$ cat src/rtl/bpf_pkg.sv
// Shared types for the burst prefetch read engine.
package bpf_pkg;
    typedef enum logic {
        SEQ_IDLE  = 1'b0,
        SEQ_FETCH = 1'b1
    } seq_state_e;
endpackage

$ cat src/rtl/bpf_fifo.sv
// Synchronous first-in-first-out buffer with an extra wrap bit on each pointer.
// Assumes DEPTH is a power of two. Full and empty are decoded from the pointers
// without registers. A push when full or a pop when empty is ignored, and flush
// clears both pointers.
module bpf_fifo #(
    parameter int DATA_W = 32,
    parameter int DEPTH  = 16
) (
    input  logic              clk,
    input  logic              rst_n,
    input  logic              flush,
    input  logic              push,
    input  logic [DATA_W-1:0] push_data,
    input  logic              pop,
    output logic [DATA_W-1:0] head,
    output logic              full,
    output logic              empty
);
    localparam int IDX_W = $clog2(DEPTH);
    localparam int PTR_W = IDX_W + 1;

    logic [DATA_W-1:0] store [DEPTH];
    logic [PTR_W-1:0]  wr_ptr;
    logic [PTR_W-1:0]  rd_ptr;
    logic              do_push;
    logic              do_pop;

    // Status flags decoded from the pointer pair.
    always_comb begin
        empty   = (wr_ptr == rd_ptr);
        full    = (wr_ptr[IDX_W-1:0] == rd_ptr[IDX_W-1:0]) &&
                  (wr_ptr[IDX_W] != rd_ptr[IDX_W]);
        do_push = push && !full && !flush;
        do_pop  = pop && !empty && !flush;
        head    = store[rd_ptr[IDX_W-1:0]];
    end

    // Data storage; written only when a push is accepted.
    always_ff @(posedge clk) begin
        if (do_push) begin
            store[wr_ptr[IDX_W-1:0]] <= push_data;
        end
    end

    // Pointer update with flush taking priority over traffic.
    always_ff @(posedge clk) begin
        if (!rst_n || flush) begin
            wr_ptr <= '0;
            rd_ptr <= '0;
        end else begin
            if (do_push) wr_ptr <= wr_ptr + 1'b1;
            if (do_pop)  rd_ptr <= rd_ptr + 1'b1;
        end
    end
endmodule

$ cat src/rtl/bpf_seq.sv
// Local-bus master sequencer. It leaves idle only when the host requests and
// the buffer is empty. It then issues BURST_LEN sequential reads, pausing while
// the buffer is full. The address counter is never rewound, so bursts tile one
// contiguous region. Assumes BURST_LEN >= 2 and a local bus that needs no wait states.
module bpf_seq
    import bpf_pkg::*;
#(
    parameter int                ADDR_W     = 28,
    parameter int                BURST_LEN  = 16,
    parameter logic [ADDR_W-1:0] START_ADDR = '0
) (
    input  logic              clk,
    input  logic              rst_n,
    input  logic              host_req,
    input  logic              abort,
    input  logic              fifo_empty,
    input  logic              fifo_full,
    output logic              lb_rd,
    output logic [ADDR_W-1:0] lb_addr,
    output logic              busy
);
    localparam int               CNT_W = $clog2(BURST_LEN);
    localparam logic [CNT_W-1:0] LAST  = CNT_W'(BURST_LEN - 1);

    seq_state_e       state;
    logic [CNT_W-1:0] beat;

    // Strobe whenever a burst is active, there is room, and no abort is pending.
    always_comb begin
        busy  = (state == SEQ_FETCH);
        lb_rd = busy && !fifo_full && !abort;
    end

    // Burst state and beat counter.
    always_ff @(posedge clk) begin
        if (!rst_n || abort) begin
            state <= SEQ_IDLE;
            beat  <= '0;
        end else begin
            case (state)
                SEQ_IDLE: begin
                    if (host_req && fifo_empty) begin
                        state <= SEQ_FETCH;
                        beat  <= '0;
                    end
                end
                SEQ_FETCH: begin
                    if (lb_rd) begin
                        if (beat == LAST) begin
                            state <= SEQ_IDLE;
                            beat  <= '0;
                        end else begin
                            beat <= beat + 1'b1;
                        end
                    end
                end
                default: state <= SEQ_IDLE;
            endcase
        end
    end

    // Word address advances once per issued read and survives aborts.
    always_ff @(posedge clk) begin
        if (!rst_n) begin
            lb_addr <= START_ADDR;
        end else if (lb_rd) begin
            lb_addr <= lb_addr + 1'b1;
        end
    end
endmodule

$ cat src/rtl/bpf_host_port.sv
// Host-side read port. A request completes in the same cycle when the buffer
// has data and no abort is present; otherwise the host sees wait.
module bpf_host_port (
    input  logic host_req,
    input  logic abort,
    input  logic fifo_empty,
    output logic pop,
    output logic host_wait
);
    // Accept a pop or stall the requester.
    always_comb begin
        pop       = host_req && !fifo_empty && !abort;
        host_wait = host_req && !pop;
    end
endmodule

$ cat src/rtl/burst_prefetch_reader.sv
// Burst prefetch read engine top. It joins the host port, the sequencer and the
// buffer. The buffer captures local-bus data in the strobe cycle, so the local
// bus is assumed to answer combinationally.
module burst_prefetch_reader #(
    parameter int                DATA_W     = 32,
    parameter int                ADDR_W     = 28,
    parameter int                DEPTH      = 16,
    parameter int                BURST_LEN  = 16,
    parameter logic [ADDR_W-1:0] START_ADDR = '0
) (
    input  logic              clk,
    input  logic              rst_n,
    input  logic              host_req,
    output logic              host_wait,
    output logic [DATA_W-1:0] host_data,
    input  logic              abort,
    output logic              lb_rd,
    output logic [ADDR_W-1:0] lb_addr,
    input  logic [DATA_W-1:0] lb_rdata
);
    logic fifo_full;
    logic fifo_empty;
    logic fifo_pop;
    logic seq_busy;

    bpf_host_port u_host (
        .host_req  (host_req),
        .abort     (abort),
        .fifo_empty(fifo_empty),
        .pop       (fifo_pop),
        .host_wait (host_wait)
    );

    bpf_seq #(
        .ADDR_W    (ADDR_W),
        .BURST_LEN (BURST_LEN),
        .START_ADDR(START_ADDR)
    ) u_seq (
        .clk       (clk),
        .rst_n     (rst_n),
        .host_req  (host_req),
        .abort     (abort),
        .fifo_empty(fifo_empty),
        .fifo_full (fifo_full),
        .lb_rd     (lb_rd),
        .lb_addr   (lb_addr),
        .busy      (seq_busy)
    );

    bpf_fifo #(
        .DATA_W(DATA_W),
        .DEPTH (DEPTH)
    ) u_fifo (
        .clk      (clk),
        .rst_n    (rst_n),
        .flush    (abort),
        .push     (lb_rd),
        .push_data(lb_rdata),
        .pop      (fifo_pop),
        .head     (host_data),
        .full     (fifo_full),
        .empty    (fifo_empty)
    );
endmodule

$ cat config.mk
export PLATFORM = sky130hd
export DESIGN_NAME = burst_prefetch_reader
export DESIGN_NICKNAME = d
export VERILOG_FILES = /design/src/rtl/bpf_pkg.sv /design/src/rtl/bpf_fifo.sv /design/src/rtl/bpf_seq.sv /design/src/rtl/bpf_host_port.sv /design/src/rtl/burst_prefetch_reader.sv
export SDC_FILE = /design/constraint.sdc
export NUM_CORES = 1
export LEC_CHECK = 0
export ABC_AREA = 0
export BUFFER_PORTS_ARGS = -buffer_cell sky130_fd_sc_hd__buf_2
export CORE_MARGIN = 3
export CORE_UTILIZATION = 55
export DETAILED_ROUTE_END_ITERATION = 16
export PLACE_DENSITY = 0.74
export SETUP_SLACK_MARGIN = 0.15
export SLEW_MARGIN = 0
export SYNTH_ARGS = -nofsm -noshare
export SYNTH_HDL_FRONTEND = slang
export SYNTH_SLANG_ARGS = --single-unit
$ cat constraint.sdc
create_clock -name clk -period 6.9 [get_ports clk]
set_clock_uncertainty 0.2 [all_clocks]
set_input_delay 0.69 -clock clk [delete_from_list [all_inputs] [get_ports clk]]
set_output_delay 0.69 -clock clk [all_outputs]
set_load 0.01 [all_outputs]
# [After elaboration in Yosys (flattened, before gate mapping)]
# Memory sizes are Yosys's and may differ from the RTL's. A register that Yosys moved wholly into a read port is not among the register bits.
# Cells that the tools add are included.
[word_totals] ff_bits=43 mem_bits_rw=512 in_bits=36 output_inout_bits=62 wordCells=47 memories=1
[memory_table] memory="u_fifo.store" words=16 word_bits=32 rd=1 rd_clocked_by_memory_dff=1 write_ports=1 line_no="bpf_fifo.sv:22" rtl="logic [DATA_W-1:0] store [DEPTH];"
[classes] n_addsub=4 eq_ne=6 muxes=12 n_bitwise=1 n_reduce_logical=18
[ops] operator="$add 28x1->28 const B" count=1
[ops] operator="$mux 4" count=5
[ops] operator="$logic_and 1x1->1" count=11
[ops] operator="$add 5x1->5 const B" count=2
[ops] operator="$pmux 4 s2" count=1
[ops] operator="$eq 5x5->1" count=1
[ops] operator="$logic_not 1->1" count=5
[ops] operator="$mux 1" count=5
[ops] operator="$add 4x1->4 const B" count=1
[ops] operator="$eq 4x4->1" count=1
[ops] operator="$eq 4x4->1 const B" count=1
[ops] operator="$ne 2x1->1 const B" count=2
[ops] operator="$pmux 1 s2" count=1
[ops] operator="$reduce_and 2->1" count=1
[ops] operator="$logic_or 1x1->1" count=1
[ops] operator="$ne 1x1->1" count=1
[ops] operator="$not 1->1" count=1

# [Longest topological paths before layout]
[depth] ltp_word=9 mapped_depth=8

# [Modules after synthesis]
# Synthesis repeated with hierarchy kept, for this count alone.
[hier_totals] cells_unflattened=1002 area_unflattened_um2=21856.0
[modules_own_cells] mod="bpf_fifo" instances=1 cells_per_inst=819 area_each_um2=20259.4 seq_area_each_um2=15655.0
[modules_own_cells] mod="bpf_seq" instances=1 cells_per_inst=181 area_each_um2=1576.5 seq_area_each_um2=660.6
[modules_own_cells] mod="bpf_host_port" instances=1 cells_per_inst=2 area_each_um2=20.0 seq_area_each_um2=0.0

# [Worst setup path before layout]
# OpenSTA, ideal clock, no wires.
[synth_timing] path_kind="in2reg" start="in abort" end="mem u_fifo.store[3][0] (enable)" setup_ns=0.461 t_arrival_ns=3.426 required_ns=6.239 path_slack_ns=2.813 path_stages=4 path_buffers=1 cell_sequence="nor2b_1 -> buf_1 -> o211ai_1 -> nor3_1"
[synth_between] elab_chain_len=6
[synth_lines] item="start, declared" line_no="burst_prefetch_reader.sv:16" rtl="input logic abort,"
[synth_lines] item="$logic_not 1->1 (*)" line_no="bpf_fifo.sv:33, bpf_seq.sv:31"
[synth_lines] item="$logic_and 1x1->1" line_no="bpf_seq.sv:31" rtl="lb_rd = busy && !fifo_full && !abort;"
[synth_lines] item="$logic_and 1x1->1" line_no="bpf_fifo.sv:33" rtl="do_push = push && !full && !flush;"
[synth_lines] item="$logic_and 1x1->1 (*)" line_no="bpf_fifo.sv:33"
[synth_lines] item="$mux 1 (*)" line_no="bpf_fifo.sv:40" rtl="if (do_push) begin"
[synth_lines] item="$mux 1 (not written as such) (*)" line_no="bpf_fifo.sv:41" rtl="store[wr_ptr[IDX_W-1:0]] <= push_data;"
[synth_lines] item="end, declared" line_no="bpf_fifo.sv:22"
# Every way passes the cells marked *; elsewhere a longest branch is shown, timed or not.

==> flow_summary.yaml <==
timing:
  hold_violations: 0
  fin_crit_ps: 4270
  tns_ps: 0
  slew_violations: 0
  rsz0062_at_grt: "no"
  fmax_ghz: 0.234
  slew_headroom: 0.351
  post-route-period-util: 0.619
  tightest_slew_ps: 974
  setup_violations: 0
floorplanning:
  die_y_um: 204
  die_w_um: 204
  initial_core_util: 0.564
  die-area_sq_um: 41500
  rows: 71
  boundaryPins: 98
  core_area_sq_um: 38100
synthesis:
  synth_edf_count: 512
  ys_warn_count: 0
  synthCells: 990
  synth_seq_cells: 559
  syn_nets: 1033
  synthDistinctLibCells: 44
  async_flop_share: 0
  synthFlopType: "edfxtp_1"
  ys_seq_area_frac: 0.759
  postSynthAreaPerCell_sq_um: 21.7
  synthesis.area_sq_um: 21500
pwr:
  power_density_nw_per_um2: 271
  ir_worst_vdd_mv: 0.201
  p_leak_nw: 7.61
placement:
  dp_hpwl_um: 23500
  place_congestion: 0.738
  io_buffers: 97
  dp_cells: 1576
critical_path:
  worst_setup_path_end_kind: "output port"
  startpoint_type: "register"
  cp.required_ps: 6010
  reg2reg_from: "u_fifo.wr_ptr[2]"
  path_class: "reg -> out"
  worstPathArrival_ps: 3380
  crit_fanout: 45
final_layout:
  syn_to_final_growth_pct: 13.6
  drive_gt1_frac: 0.333
  fin_nets: 1165
  fin_cells: 1679
  fillers: 2508
  fin_util: 0.641
detailed_routing:
  drc_errors: 0
  ant_nets: 0
  drt-wirelength-per-cell_um: 26.5
  drtIter0Drc: 890
  vias: 10300
  dr.pass1.iters: 5
  via_per_inst: 6.16
  drt_wl_total_um: 44600
cts:
  cts_tree: "done"
  cts.sinks: 559
  clk_transition_reported_paths_ps: 60
  cts_hold_buf: 0
  postCtsSetupBuffers: 0
  clockBufferDepth: 3
  cts_buffers: 55
  post_cts_resized: 0
  clock_latency_ps: 590
  cts_root_buffer: "clkbuf_16"
  h-tree-depth: 2
min_path:
  min_from: "rst_n"
  hold_class: "in -> reg"
global_routing:
  first_global_vias: 10900
  grt_use_total: 0.224
  grt_pass1_wl_um: 68400
  antenna_found_initial: 2
  grt-ovfl-total: 0
  grt_max_degree: 59
outcome:
  outcome: "complete, no violations"
job:
  max_cap_viol_count: 0
[critical path: stages (launching register included)]
cell and delay, ps:
dfxtp_4 1000, buf_4 480, mux4_2 580, mux4_2 520, buf_2 170
[placed cells by master (no fill, tap or decap), types with 11 or more instances in the layout]
| cell | netlist | final |
|---|---|---|
| clkinv_2 | 0 | 14 |
| dfxtp_1 | 47 | 43 |
| a21oi_1 | 18 | 17 |
| o21ai_0 | 15 | 15 |
| buf_2 | 3 | 97 |
| nand2_1 | 11 | 11 |
| clkbuf_1 | 28 | 15 |
| edfxtp_1 | 512 | 512 |
| nand3_1 | 15 | 15 |
| nor2_1 | 38 | 38 |
| buf_4 | 0 | 26 |
| xnor2_1 | 20 | 20 |
| and3_2 | 0 | 13 |
| mux4_2 | 160 | 160 |
| clkbuf_16 | 0 | 57 |
[power breakdown]
group,switching [mW],internal (mW)
Sequential,0.00305,3.70
Combinational,0.0627,0.0256
Clock,1.20,1.63
[registers in the layout, summed over array words and instances, names as in the netlist, named ones only]
name,flops
u_fifo.wr_ptr,5
u_seq.busy,1
u_fifo.rd_ptr,5
u_seq.lb_addr,28
u_seq.beat,4
u_fifo.store,512
[synth_stat cells (2+ instances only)]
cell type	n	area (sq um)
nand3_1	15	75.1
xor2_1	10	87.6
mux4_2	160	3600
or2_2	4	25.0
edfxtp_1	512	15400
or3_1	9	56.3
buf_2	3	15.0
o211ai_1	5	37.5
nand2b_1	3	18.8
buf_1	17	63.8
nand4_1	9	56.3
a21oi_1	18	90.1
inv_1	4	15.0
nand2_1	11	41.3
nor3_1	3	15.0
xnor2_1	20	175
a211oi_1	6	45.0
dfxtp_1	47	941
and3_1	14	87.6
nor2b_1	4	25.0
o21ai_0	15	75.1
a2111o_1	2	22.5
a2111oi_0	3	26.3
clkbuf_1	28	105
nor2_1	38	143
mux2i_1	4	40.0
ha_1	7	87.6
and4_1	3	26.3
[metrics by stage]
step | setup WS, ps | hold WS [ps] | power [mW] | instance area [sq um]
floorplan | 2810 | 262 | 3.80 | 21500
finish | 2630 | 194 | 6.63 | 24400
CTS | 2500 | 166 | 6.68 | 24400
global placement | 3200 | 264 | 3.86 | 22700
global route | 2360 | 170 | 6.84 | 24400
detailed placement | 3180 | 279 | 3.86 | 22700
[layer usage]
layer,global-route usage,up-vias,share of wire
met5,0,-,0.00045
met4,0.0612,2,0.024
met2,0.361,448,0.50
li1,-,4426,-
met1,0.316,5387,0.39
met3,0.0524,82,0.080
[area by class of cell]
type                            count  area (sq um)  area share
Antenna cell                        1          2.50    0.000102
Clock buffer                       73          1500      0.0613
Clock inverter                     29           225     0.00922
Inverter                            5          18.8    0.000768
Multi-Input combinational cell    377          5020       0.205
Sequential cell                   559         16300       0.668
Tap cell                          511           639      0.0262
Timing Repair Buffer              124           701      0.0287
[logic make-up (layout without fill, tap and decap cells)]
logic type                 Yosys count  after routing  share of synthesized area
buffers and inverters               54            231                    0.00995
other                                0              1                          0
DFF                                559            559                      0.759
adders and majority gates            7              7                    0.00407
xor gates and xnor gates            30             30                     0.0122
AOI/OAI and AO/OA                   56             56                     0.0164
muxes                              164            164                      0.169
and+or+nand+nor                    120            120                     0.0294
[final timing paths]
path                        endpoint  slack, ps  cells after the start
setup / recovery        host_data[4]       2630                      4
hold / removal      u_seq.lb_addr[3]        190                      3
hold reg to reg    u_seq.lb_addr[27]        280                      2
setup reg to reg  u_fifo.store[0][2]       3340                      6
(Power assumes the default switching activity.)
